`config.mk`:
```
export PLATFORM = sky130hd
export DESIGN_NAME = pmem_wr_seq
export DESIGN_NICKNAME = d
export VERILOG_FILES = /design/src/rtl/pmem_seq_pkg.sv /design/src/rtl/pmem_phase_timer.sv /design/src/rtl/pmem_poll_timeout.sv /design/src/rtl/pmem_req_latch.sv /design/src/rtl/pmem_wr_seq.sv
export SDC_FILE = /design/constraint.sdc
export NUM_CORES = 1
export LEC_CHECK = 0
export ABC_AREA = 1
export BUFFER_PORTS_ARGS = -buffer_cell sky130_fd_sc_hd__buf_2
export CAP_MARGIN = 15
export CORE_MARGIN = 4
export CORE_UTILIZATION = 54
export CTS_CLUSTER_DIAMETER = 200
export CTS_CLUSTER_SIZE = 20
export DETAILED_ROUTE_END_ITERATION = 8
export PLACE_DENSITY = 0.8
export SYNTH_ARGS = -nofsm -noshare
export SYNTH_HDL_FRONTEND = slang
export SYNTH_SLANG_ARGS = --single-unit
```
`constraint.sdc`:
```
create_clock -name clk -period 2.1 [get_ports clk]
set_input_delay 0.105 -clock clk [delete_from_list [all_inputs] [get_ports clk]]
set_output_delay 0.105 -clock clk [all_outputs]
set_load 0.05 [all_outputs]
```
`src/rtl/pmem_seq_pkg.sv`:
```
// Shared types for the parallel memory sequencer.
// Assumes the strobes are active low and the data pad is enabled separately.
package pmem_seq_pkg;

    typedef enum logic [3:0] {
        ST_IDLE,
        ST_RD_ACC,
        ST_WR_SETUP,
        ST_WR_PULSE,
        ST_WR_HOLD,
        ST_BSY_DLY,
        ST_RB_WAIT,
        ST_POLL_RD,
        ST_POLL_GAP
    } seq_state_e;

    typedef struct packed {
        logic ce_n;
        logic oe_n;
        logic we_n;
        logic drive;
    } strobe_t;

    // Map a sequencer state to the levels on the memory control pins.
    function automatic strobe_t strobe_for(seq_state_e s);
        strobe_t r;
        r = '{ce_n: 1'b1, oe_n: 1'b1, we_n: 1'b1, drive: 1'b0};
        case (s)
            ST_RD_ACC, ST_POLL_RD: begin
                r.ce_n = 1'b0;
                r.oe_n = 1'b0;
            end
            ST_WR_SETUP, ST_WR_HOLD: begin
                r.ce_n  = 1'b0;
                r.drive = 1'b1;
            end
            ST_WR_PULSE: begin
                r.ce_n  = 1'b0;
                r.we_n  = 1'b0;
                r.drive = 1'b1;
            end
            default: r = '{ce_n: 1'b1, oe_n: 1'b1, we_n: 1'b1, drive: 1'b0};
        endcase
        return r;
    endfunction

    // States in which a write is waiting for the memory to finish storing.
    function automatic logic is_wait_state(seq_state_e s);
        return (s == ST_BSY_DLY) || (s == ST_RB_WAIT) ||
               (s == ST_POLL_RD) || (s == ST_POLL_GAP);
    endfunction

endpackage

```
`src/rtl/pmem_phase_timer.sv`:
```
// Down-counter that times one phase of a memory cycle.
// Loading N-1 on entry to a phase makes `expired` rise in the phase's N-th cycle.
// Assumes a load value of zero means a one-cycle phase.
module pmem_phase_timer #(
    parameter int CNT_W = 4
) (
    input  logic             clk,
    input  logic             rst_n,
    input  logic             load,
    input  logic [CNT_W-1:0] load_val,
    output logic             expired
);
    logic [CNT_W-1:0] cnt;

    // Load on phase entry, otherwise count down to zero and stay there.
    always_ff @(posedge clk) begin
        if (!rst_n)
            cnt <= '0;
        else if (load)
            cnt <= load_val;
        else if (cnt != '0)
            cnt <= cnt - 1'b1;
    end

    // The phase has run its full length.
    assign expired = (cnt == '0);
endmodule

```
`src/rtl/pmem_poll_timeout.sv`:
```
// Counts the cycles spent waiting for a self-timed write to complete.
// Cleared when a request is accepted; `fired` is high in the LIMIT-th wait cycle.
module pmem_poll_timeout #(
    parameter int LIMIT = 400000
) (
    input  logic clk,
    input  logic rst_n,
    input  logic clear,
    input  logic run,
    output logic fired
);
    localparam int TO_W = $clog2(LIMIT + 1);
    localparam logic [TO_W-1:0] LAST = TO_W'(LIMIT - 1);

    logic [TO_W-1:0] cnt;

    // Count wait cycles, saturating at the limit.
    always_ff @(posedge clk) begin
        if (!rst_n || clear)
            cnt <= '0;
        else if (run && (cnt != LAST))
            cnt <= cnt + 1'b1;
    end

    // Limit reached while still waiting.
    assign fired = run && (cnt == LAST);
endmodule

```
`src/rtl/pmem_req_latch.sv`:
```
// Holds the accepted request for the whole memory transaction, so the
// client's bus is free again once the request is accepted.
module pmem_req_latch #(
    parameter int ADDR_W = 13,
    parameter int DATA_W = 8
) (
    input  logic              clk,
    input  logic              rst_n,
    input  logic              capture,
    input  logic [ADDR_W-1:0] addr_i,
    input  logic [DATA_W-1:0] data_i,
    input  logic              write_i,
    input  logic              poll_i,
    output logic [ADDR_W-1:0] addr_o,
    output logic [DATA_W-1:0] data_o,
    output logic              write_o,
    output logic              poll_o
);
    // Capture the request fields on acceptance.
    always_ff @(posedge clk) begin
        if (!rst_n) begin
            addr_o  <= '0;
            data_o  <= '0;
            write_o <= 1'b0;
            poll_o  <= 1'b0;
        end else if (capture) begin
            addr_o  <= addr_i;
            data_o  <= data_i;
            write_o <= write_i;
            poll_o  <= poll_i;
        end
    end
endmodule

```
`src/rtl/pmem_wr_seq.sv`:
```
// Host-side sequencer for an asynchronous byte-wide memory with self-timed writes.
// It runs read cycles and write cycles with programmable setup, pulse and hold
// lengths in clocks. After a write it waits for completion on the ready line or
// by polling bit DATA_W-1, under a timeout.
// Assumes: every timing parameter is at least 1; the ready input is already
// synchronised to clk; mem_din is stable at the end of a T_READ window.
module pmem_wr_seq
    import pmem_seq_pkg::*;
#(
    parameter int ADDR_W      = 13,
    parameter int DATA_W      = 8,
    parameter int T_SETUP     = 2,
    parameter int T_PULSE     = 16,
    parameter int T_HOLD      = 2,
    parameter int T_READ      = 32,
    parameter int T_BUSY_DLY  = 6,
    parameter int T_GAP       = 1,
    parameter int TIMEOUT_CYC = 400000
) (
    input  logic              clk,
    input  logic              rst_n,
    input  logic              mode_poll,
    input  logic              req_valid,
    output logic              req_ready,
    input  logic              req_write,
    input  logic [ADDR_W-1:0] req_addr,
    input  logic [DATA_W-1:0] req_wdata,
    output logic              rsp_valid,
    output logic              rsp_err,
    output logic [DATA_W-1:0] rsp_rdata,
    output logic [ADDR_W-1:0] mem_addr,
    output logic [DATA_W-1:0] mem_dout,
    output logic              mem_dout_en,
    input  logic [DATA_W-1:0] mem_din,
    output logic              mem_ce_n,
    output logic              mem_oe_n,
    output logic              mem_we_n,
    input  logic              mem_ready
);
    localparam int POLL_BIT = DATA_W - 1;
    localparam int T_MAX_A  = (T_SETUP > T_PULSE) ? T_SETUP : T_PULSE;
    localparam int T_MAX_B  = (T_HOLD > T_READ) ? T_HOLD : T_READ;
    localparam int T_MAX_C  = (T_BUSY_DLY > T_GAP) ? T_BUSY_DLY : T_GAP;
    localparam int T_MAX_AB = (T_MAX_A > T_MAX_B) ? T_MAX_A : T_MAX_B;
    localparam int T_MAX    = (T_MAX_AB > T_MAX_C) ? T_MAX_AB : T_MAX_C;
    localparam int CNT_W    = (T_MAX < 2) ? 1 : $clog2(T_MAX);

    localparam logic [CNT_W-1:0] LD_SETUP = CNT_W'(T_SETUP - 1);
    localparam logic [CNT_W-1:0] LD_PULSE = CNT_W'(T_PULSE - 1);
    localparam logic [CNT_W-1:0] LD_HOLD  = CNT_W'(T_HOLD - 1);
    localparam logic [CNT_W-1:0] LD_READ  = CNT_W'(T_READ - 1);
    localparam logic [CNT_W-1:0] LD_BUSY  = CNT_W'(T_BUSY_DLY - 1);
    localparam logic [CNT_W-1:0] LD_GAP   = CNT_W'(T_GAP - 1);

    seq_state_e        state, state_nxt;
    strobe_t           pins;
    logic              tmr_load, tmr_expired;
    logic [CNT_W-1:0]  tmr_val;
    logic              to_fired, to_run;
    logic              capture, done_ok, done_err, take_rdata;
    logic [ADDR_W-1:0] cur_addr;
    logic [DATA_W-1:0] cur_data;
    logic              cur_write, cur_poll;
    logic              poll_match;

    pmem_req_latch #(
        .ADDR_W (ADDR_W),
        .DATA_W (DATA_W)
    ) u_req (
        .clk     (clk),
        .rst_n   (rst_n),
        .capture (capture),
        .addr_i  (req_addr),
        .data_i  (req_wdata),
        .write_i (req_write),
        .poll_i  (mode_poll),
        .addr_o  (cur_addr),
        .data_o  (cur_data),
        .write_o (cur_write),
        .poll_o  (cur_poll)
    );

    pmem_phase_timer #(
        .CNT_W (CNT_W)
    ) u_phase (
        .clk      (clk),
        .rst_n    (rst_n),
        .load     (tmr_load),
        .load_val (tmr_val),
        .expired  (tmr_expired)
    );

    pmem_poll_timeout #(
        .LIMIT (TIMEOUT_CYC)
    ) u_timeout (
        .clk   (clk),
        .rst_n (rst_n),
        .clear (capture),
        .run   (to_run),
        .fired (to_fired)
    );

    // Bit-7 comparison that marks the end of a pending store.
    assign poll_match = (mem_din[POLL_BIT] == cur_data[POLL_BIT]);
    assign to_run     = is_wait_state(state) && cur_write;

    // Next state, phase-timer loads and transaction outcome.
    always_comb begin
        state_nxt  = state;
        tmr_load   = 1'b0;
        tmr_val    = '0;
        capture    = 1'b0;
        done_ok    = 1'b0;
        done_err   = 1'b0;
        take_rdata = 1'b0;
        case (state)
            ST_IDLE: begin
                if (req_valid) begin
                    capture  = 1'b1;
                    tmr_load = 1'b1;
                    if (req_write) begin
                        state_nxt = ST_WR_SETUP;
                        tmr_val   = LD_SETUP;
                    end else begin
                        state_nxt = ST_RD_ACC;
                        tmr_val   = LD_READ;
                    end
                end
            end
            ST_RD_ACC: begin
                if (tmr_expired) begin
                    take_rdata = 1'b1;
                    done_ok    = 1'b1;
                    state_nxt  = ST_IDLE;
                end
            end
            ST_WR_SETUP: begin
                if (tmr_expired) begin
                    state_nxt = ST_WR_PULSE;
                    tmr_load  = 1'b1;
                    tmr_val   = LD_PULSE;
                end
            end
            ST_WR_PULSE: begin
                if (tmr_expired) begin
                    state_nxt = ST_WR_HOLD;
                    tmr_load  = 1'b1;
                    tmr_val   = LD_HOLD;
                end
            end
            ST_WR_HOLD: begin
                if (tmr_expired) begin
                    state_nxt = ST_BSY_DLY;
                    tmr_load  = 1'b1;
                    tmr_val   = LD_BUSY;
                end
            end
            ST_BSY_DLY: begin
                if (tmr_expired) begin
                    if (cur_poll) begin
                        state_nxt = ST_POLL_RD;
                        tmr_load  = 1'b1;
                        tmr_val   = LD_READ;
                    end else begin
                        state_nxt = ST_RB_WAIT;
                    end
                end
            end
            ST_RB_WAIT: begin
                if (mem_ready) begin
                    done_ok   = 1'b1;
                    state_nxt = ST_IDLE;
                end
            end
            ST_POLL_RD: begin
                if (tmr_expired) begin
                    if (poll_match) begin
                        done_ok   = 1'b1;
                        state_nxt = ST_IDLE;
                    end else begin
                        state_nxt = ST_POLL_GAP;
                        tmr_load  = 1'b1;
                        tmr_val   = LD_GAP;
                    end
                end
            end
            ST_POLL_GAP: begin
                if (tmr_expired) begin
                    state_nxt = ST_POLL_RD;
                    tmr_load  = 1'b1;
                    tmr_val   = LD_READ;
                end
            end
            default: state_nxt = ST_IDLE;
        endcase
        // A completion seen in the same cycle wins over the timeout.
        if (to_fired && !done_ok) begin
            done_err  = 1'b1;
            state_nxt = ST_IDLE;
        end
    end

    // State register.
    always_ff @(posedge clk) begin
        if (!rst_n)
            state <= ST_IDLE;
        else
            state <= state_nxt;
    end

    // One-cycle acknowledge with its error flag.
    always_ff @(posedge clk) begin
        if (!rst_n) begin
            rsp_valid <= 1'b0;
            rsp_err   <= 1'b0;
        end else begin
            rsp_valid <= done_ok || done_err;
            rsp_err   <= done_err;
        end
    end

    // Read data captured at the end of the access window.
    always_ff @(posedge clk) begin
        if (!rst_n)
            rsp_rdata <= '0;
        else if (take_rdata)
            rsp_rdata <= mem_din;
    end

    // Pin levels follow the registered state only.
    assign pins        = strobe_for(state);
    assign mem_ce_n    = pins.ce_n;
    assign mem_oe_n    = pins.oe_n;
    assign mem_we_n    = pins.we_n;
    assign mem_dout_en = pins.drive;
    assign mem_addr    = cur_addr;
    assign mem_dout    = cur_data;
    assign req_ready   = (state == ST_IDLE);
endmodule

```
# == After elaboration in Yosys (flattened, before gate mapping) ==
# Cells that the tools add are included.
# word_totals
regBits,61
in_bits,35
out_inout_bits,36
word_cells,96
# classes
add_sub_neg,2
eq_ne,20
muxes,42
bitwise,1
reduce_logical,21
# ops
cell,n
2-to-1 mux 4 bit,11
case mux 4 bit (9 select lines),1
2-to-1 mux 5 bit,7
case mux 5 bit (6 select lines),1
"adder 19 x 1 -> 19 bit, second input constant",1
"equality test 19 bit, second input constant",1
"inequality test 19 bit, second input constant",1
2-to-1 mux 1 bit,18
"inequality test 2 bit, second input constant",9
"equality test 4 x 3 -> 1 bit, second input constant",4
AND reduction 9 bit,1
"equality test 4 x 2 -> 1 bit, second input constant",2
logical NOT 5 bit,1
logical OR 1 bit,5
nonzero test 5 bit,1
OR reduction 5 bit,1
"subtractor 5 x 1 -> 5 bit, second input constant",1
"equality test 4 x 1 -> 1 bit, second input constant",1
"equality test 4 bit, second input constant",1
logical AND 1 bit,4
logical NOT 4 bit,1
case mux 1 bit (4 select lines),1
OR reduction 2 bit,2
OR reduction 4 bit,1
other kinds (8),9

# == Depth between registers and ports, before layout ==
# depth
depth_word,9
depth_mapped,10

# == By module ==
# A second synthesis with hierarchy kept.
# hier_totals
cells_unflattened,516
hier_area_um2,3337.0
# modules_own_cells
mod,n_inst,cells_each,area_each_um2,seq_area_each_um2
pmem_poll_timeout,1,185,1187.4,380.4
pmem_req_latch,1,145,958.4,460.4
pmem_wr_seq,1,144,898.4,280.3
pmem_phase_timer,1,42,292.8,100.1

# == Least setup slack after synthesis ==
# Ideal clock, no wire load.
# synth_path
path_kind,flip-flop to output port
startpoint,register state[3]
endpoint,output port mem_ce_n
arrival_ns,1.923
required_ns,1.995
setup_slack_ns,0.072
path_stages_with_launch,5
n_path_buf,0
cell_sequence,dfxtp_1 > inv_2 > nand2_1 > nor2_1 > a211oi_1
# synth_between
elab_chain_len,3
elab_cells_between_ends,7
classes_between,eq/ne (5); mux (1); reduce/logical (1)
# synth_lines
element,line_no,rtl
from (decl),pmem_wr_seq.sv:55,"seq_state_e state, state_nxt;"
from (signal assigned),pmem_wr_seq.sv:208,state <= state_nxt;
"equality test 4 x 3 -> 1 bit, or another cell as far along",pmem_seq_pkg.sv:28,case (s)
OR reduction 5 bit (no source line) *,n/a,
2-to-1 mux 1 bit *,pmem_seq_pkg.sv:28,
to (decl),pmem_wr_seq.sv:35,"output logic mem_ce_n,"
# Every way passes the cells marked *; elsewhere a longest branch is shown, timed or not.

# == Final worst setup path ==
# Ends and elaborated chain as after synthesis.

==> run_results.csv <==
group,metric,value,unit
yosys,netlist_area,0.00307,sq mm
power_and_ir_drop,power.share.clock,0.269,
grt,gr-usage-all-layers,0.242,
clock_network,cts_made_buffers,9,
yosys,yosys_warnings,0,
power_and_ir_drop,power_frac_comb,0.426,
min_path,worst_hold_path_type,"input port to flop",
final_layout,fin_cells,607,
power_and_ir_drop,net_sw_frac,0.442,
clock_network,cts_sinks,61,
placed_design,dp_hpwl,5.33,mm
min_path,hold_start,"req_addr[6]",
power_and_ir_drop,share_seq_of_total_power,0.305,
timing,layout_worst_path_cycle_share,0.877,
yosys,yosysUniqueCellTypes,34,
drt,routed_wl,8.22,mm
setup_path,rr_worst_depth,10,
timing,report.final.setup_viol,0,
die,chipWidth,83.4,microns
drt,vias_per_cell,5.20,
clock_network,clock_path_buffers,2,
timing,grt_setup_unrepaired,"false",
power_and_ir_drop,power.leakage,1.70,nW
setup_path,r2r-end,"state[3]",
clock_network,post-cts-setup-buffers,0,
setup_path,timing.critical_path.required,2.00,ns
power_and_ir_drop,peak_supply_drop,0.822,mV
timing,slew_headroom,0.530,
timing,timing.final.crit_period,1.84,ns
timing,setup_tns,0,ns
drt,drt_first_pass_iters,4,
yosys,synth-seq-cells,61,
drt,dr_total_vias,3159,
drt,avgRoutedWirePerCell,13.5,microns
drt,antenna_violating_nets_post_route,0,
setup_path,critical_setup_path_kind,"flop to primary output",
timing,final.setup.worst_slack,0.259,ns
setup_path,worstSetupStartpointType,"flop",
power_and_ir_drop,pwr_density_cell,1250,mW/mm^2
placed_design,gp_congestion,0.893,
drt,drc,0,
yosys,synthesis.area_per_instance,6.98,sq um
yosys,synth.largest_area_cell,"sky130_fd_sc_hd__dfxtp_1",
final_layout,syn_to_final_growth,26.4,%
final_layout,n_antenna_cell,0,
min_path,hold_worst_path_end,"u_req.addr_o[6]",
grt,antenna_found_initial,0,
clock_network,post_cts.resized_instances,0,
die,placeableCoreArea,0.00551,sq mm
grt,number_of_global_route_vias_before_repair,3046,
grt,grt.overflow.total,0,
timing,maxClockFrequency,543,MHz
clock_network,tritoncts,"yes",
yosys,sequential_area_share_after_synthesis,0.398,
die,initial_core_util,0.558,
die,placement_rows,27,
setup_path,worst_ep_arrival,1.74,ns
timing,timing.clock.skew,0.0119,ns
clock_network,cts_max_level,3,
yosys,post_synth_main_area_contributors,"sky130_fd_sc_hd__dfxtp_1 40%, sky130_fd_sc_hd__nand2_1 16%, sky130_fd_sc_hd__a21oi_1 7.7%",
timing,whs,0.00264,ns
grt,grt_first_pass_wirelength,13.9,mm
setup_path,timing.critical_path.from,"state[3]",
run,max_cap_viol_count,0,
placed_design,post_place_instance_area,0.00345,sq mm
die,top_level_ports,71,
yosys,syn-instance-count,440,
die,die_height,83.4,microns
placed_design,placed_cells,572,
drt,drtIter0Drc,231,
setup_path,endpoint_kind,"primary output",
clock_network,cts.clk_slew.worst_paths,0.08,ns
power_and_ir_drop,switchingPower,2.14,mW
timing,final_max_slew_viol_count,0,
clock_network,clock-root-buffer,"sky130_fd_sc_hd__clkbuf_8",
min_path,timing.hold.worst_path_depth,3,
clock_network,clock_latency,0.35,ns
yosys,syn-num-nets,478,
setup_path,crit-reg2reg-launch,"u_phase.cnt[0]",
final_layout,final_design_area_no_fill,0.00388,sq mm
timing,worst_slew_pin_slew,0.704,ns
placed_design,place_ws,0.377,ns
power_and_ir_drop,p_int,2.71,mW
final_layout,finish.net_count,568,
timing,final-hold-violation-count,0,
setup_path,path_max_fanout,4,
die,floorplan.die_area,0.00696,sq mm
placed_design,port_buffers,70,
outcome,run_status,"finished clean",
final_layout,ratio_of_cells_with_drive_above_1_in_the_final_layout,0.224,
yosys,yosys.area.top_type_share,0.398,
setup_path,r2r_setup_slack,0.35,ns
grt,grt_max_degree,28,
==> state kept, by name (all words and copies together), names as in the netlist <==
name / count
rsp_rdata: 8
rsp_valid: 1
u_req.poll_o: 1
u_req.data_o: 8
state: 4
u_req.addr_o: 13
u_phase.cnt: 5
u_req.write_o: 1
rsp_err: 1
u_timeout.cnt: 19
==> repair_timing <==
| item | CTS | global route |
|---|---|---|
| hold endpoints to repair | 19 | 0 |
| hold buffers | 19 | 0 |
| endpoints found under the setup margin | 0 | 0 |
==> per-layer routing <==
metal  wire length (microns)  global-route usage
met5                       0                   0
met4                     158               0.101
met3                     689              0.0655
met2                    3800               0.392
met1                    3570               0.303
==> power groups by stage <==
stage	registers [mW]	logic [mW]	clock network, mW
global placement	1.49	1.98	0
floorplan	1.84	1.26	0
global route	1.50	2.26	1.38
finish	1.48	2.07	1.31
detailed placement	1.50	2.01	0
CTS	1.47	2.05	1.32
==> area by class of cell <==
cell class,count,area (sq um)
Clock buffer,9,124
Multi-Input combinational cell,333,1640
Tap cell,72,90.1
Clock inverter,7,121
Fill cell,415,1620
Sequential cell,61,1220
Timing Repair Buffer,91,556
Inverter,34,134
==> worst max-delay path, stage by stage, from the launching register on <==
cell	delay, ns
sky130_fd_sc_hd__dfxtp_1	0.53
sky130_fd_sc_hd__inv_2	0.06
sky130_fd_sc_hd__nand2_1	0.14
sky130_fd_sc_hd__nor2_1	0.11
sky130_fd_sc_hd__a211oi_1	0.24
sky130_fd_sc_hd__buf_2	0.30
==> cell families after synthesis <==
family	synth area share
AO/OA/AOI/OAI	0.125
XOR/XNOR	0.0456
adder cells (fa/ha/maj)	0.0122
buffers and inverters	0.0692
flip-flops	0.398
AND/OR/NAND/NOR	0.350
==> cell usage after synthesis (all sizes together) <==
library cell	instances
a211oi	1
a21oi	51
and2	1
buf	9
clkbuf	3
clkinv	1
dfxtp	61
ha	3
inv	33
nand2	142
nand3	23
nand3b	3
nand4	8
nor2	63
nor3	3
o211ai	1
o21ai	17
o22ai	1
xnor2	5
xor2	11
==> placed cells by master (no fill, tap or decap), types with 11 or more instances in the layout <==
cell type,Yosys,layout
sky130_fd_sc_hd__inv_1,26,26
sky130_fd_sc_hd__a21oi_1,47,47
sky130_fd_sc_hd__nand2_1,134,134
sky130_fd_sc_hd__xor2_1,11,11
sky130_fd_sc_hd__dfxtp_1,61,61
sky130_fd_sc_hd__nor2_1,57,57
sky130_fd_sc_hd__o21ai_0,14,14
sky130_fd_sc_hd__dlygate4sd3_1,0,19
sky130_fd_sc_hd__nand3_1,20,20
sky130_fd_sc_hd__buf_2,6,70
==> stage by stage <==
stage / power (mW) / util
final: 4.86 / 0.705
after global routing: 5.13 / 0.705
after CTS: 4.85 / 0.705
after detailed placement: 3.51 / 0.626
after global placement: 3.46 / 0.626
after floorplan: 3.10 / -
==> worst max path at each step <==
stage	slack (ns)	cells past startpoint	to
4_1_cts	0.23	5	mem_ce_n
2_1_floorplan	0.07	4	mem_ce_n
5_1_grt	0.15	5	mem_ce_n
6_report	0.26	5	mem_ce_n
3_3_place_gp	0.42	10	state[3]
3_5_place_dp	0.38	10	state[3]
Power figures use the tool's default switching activity.
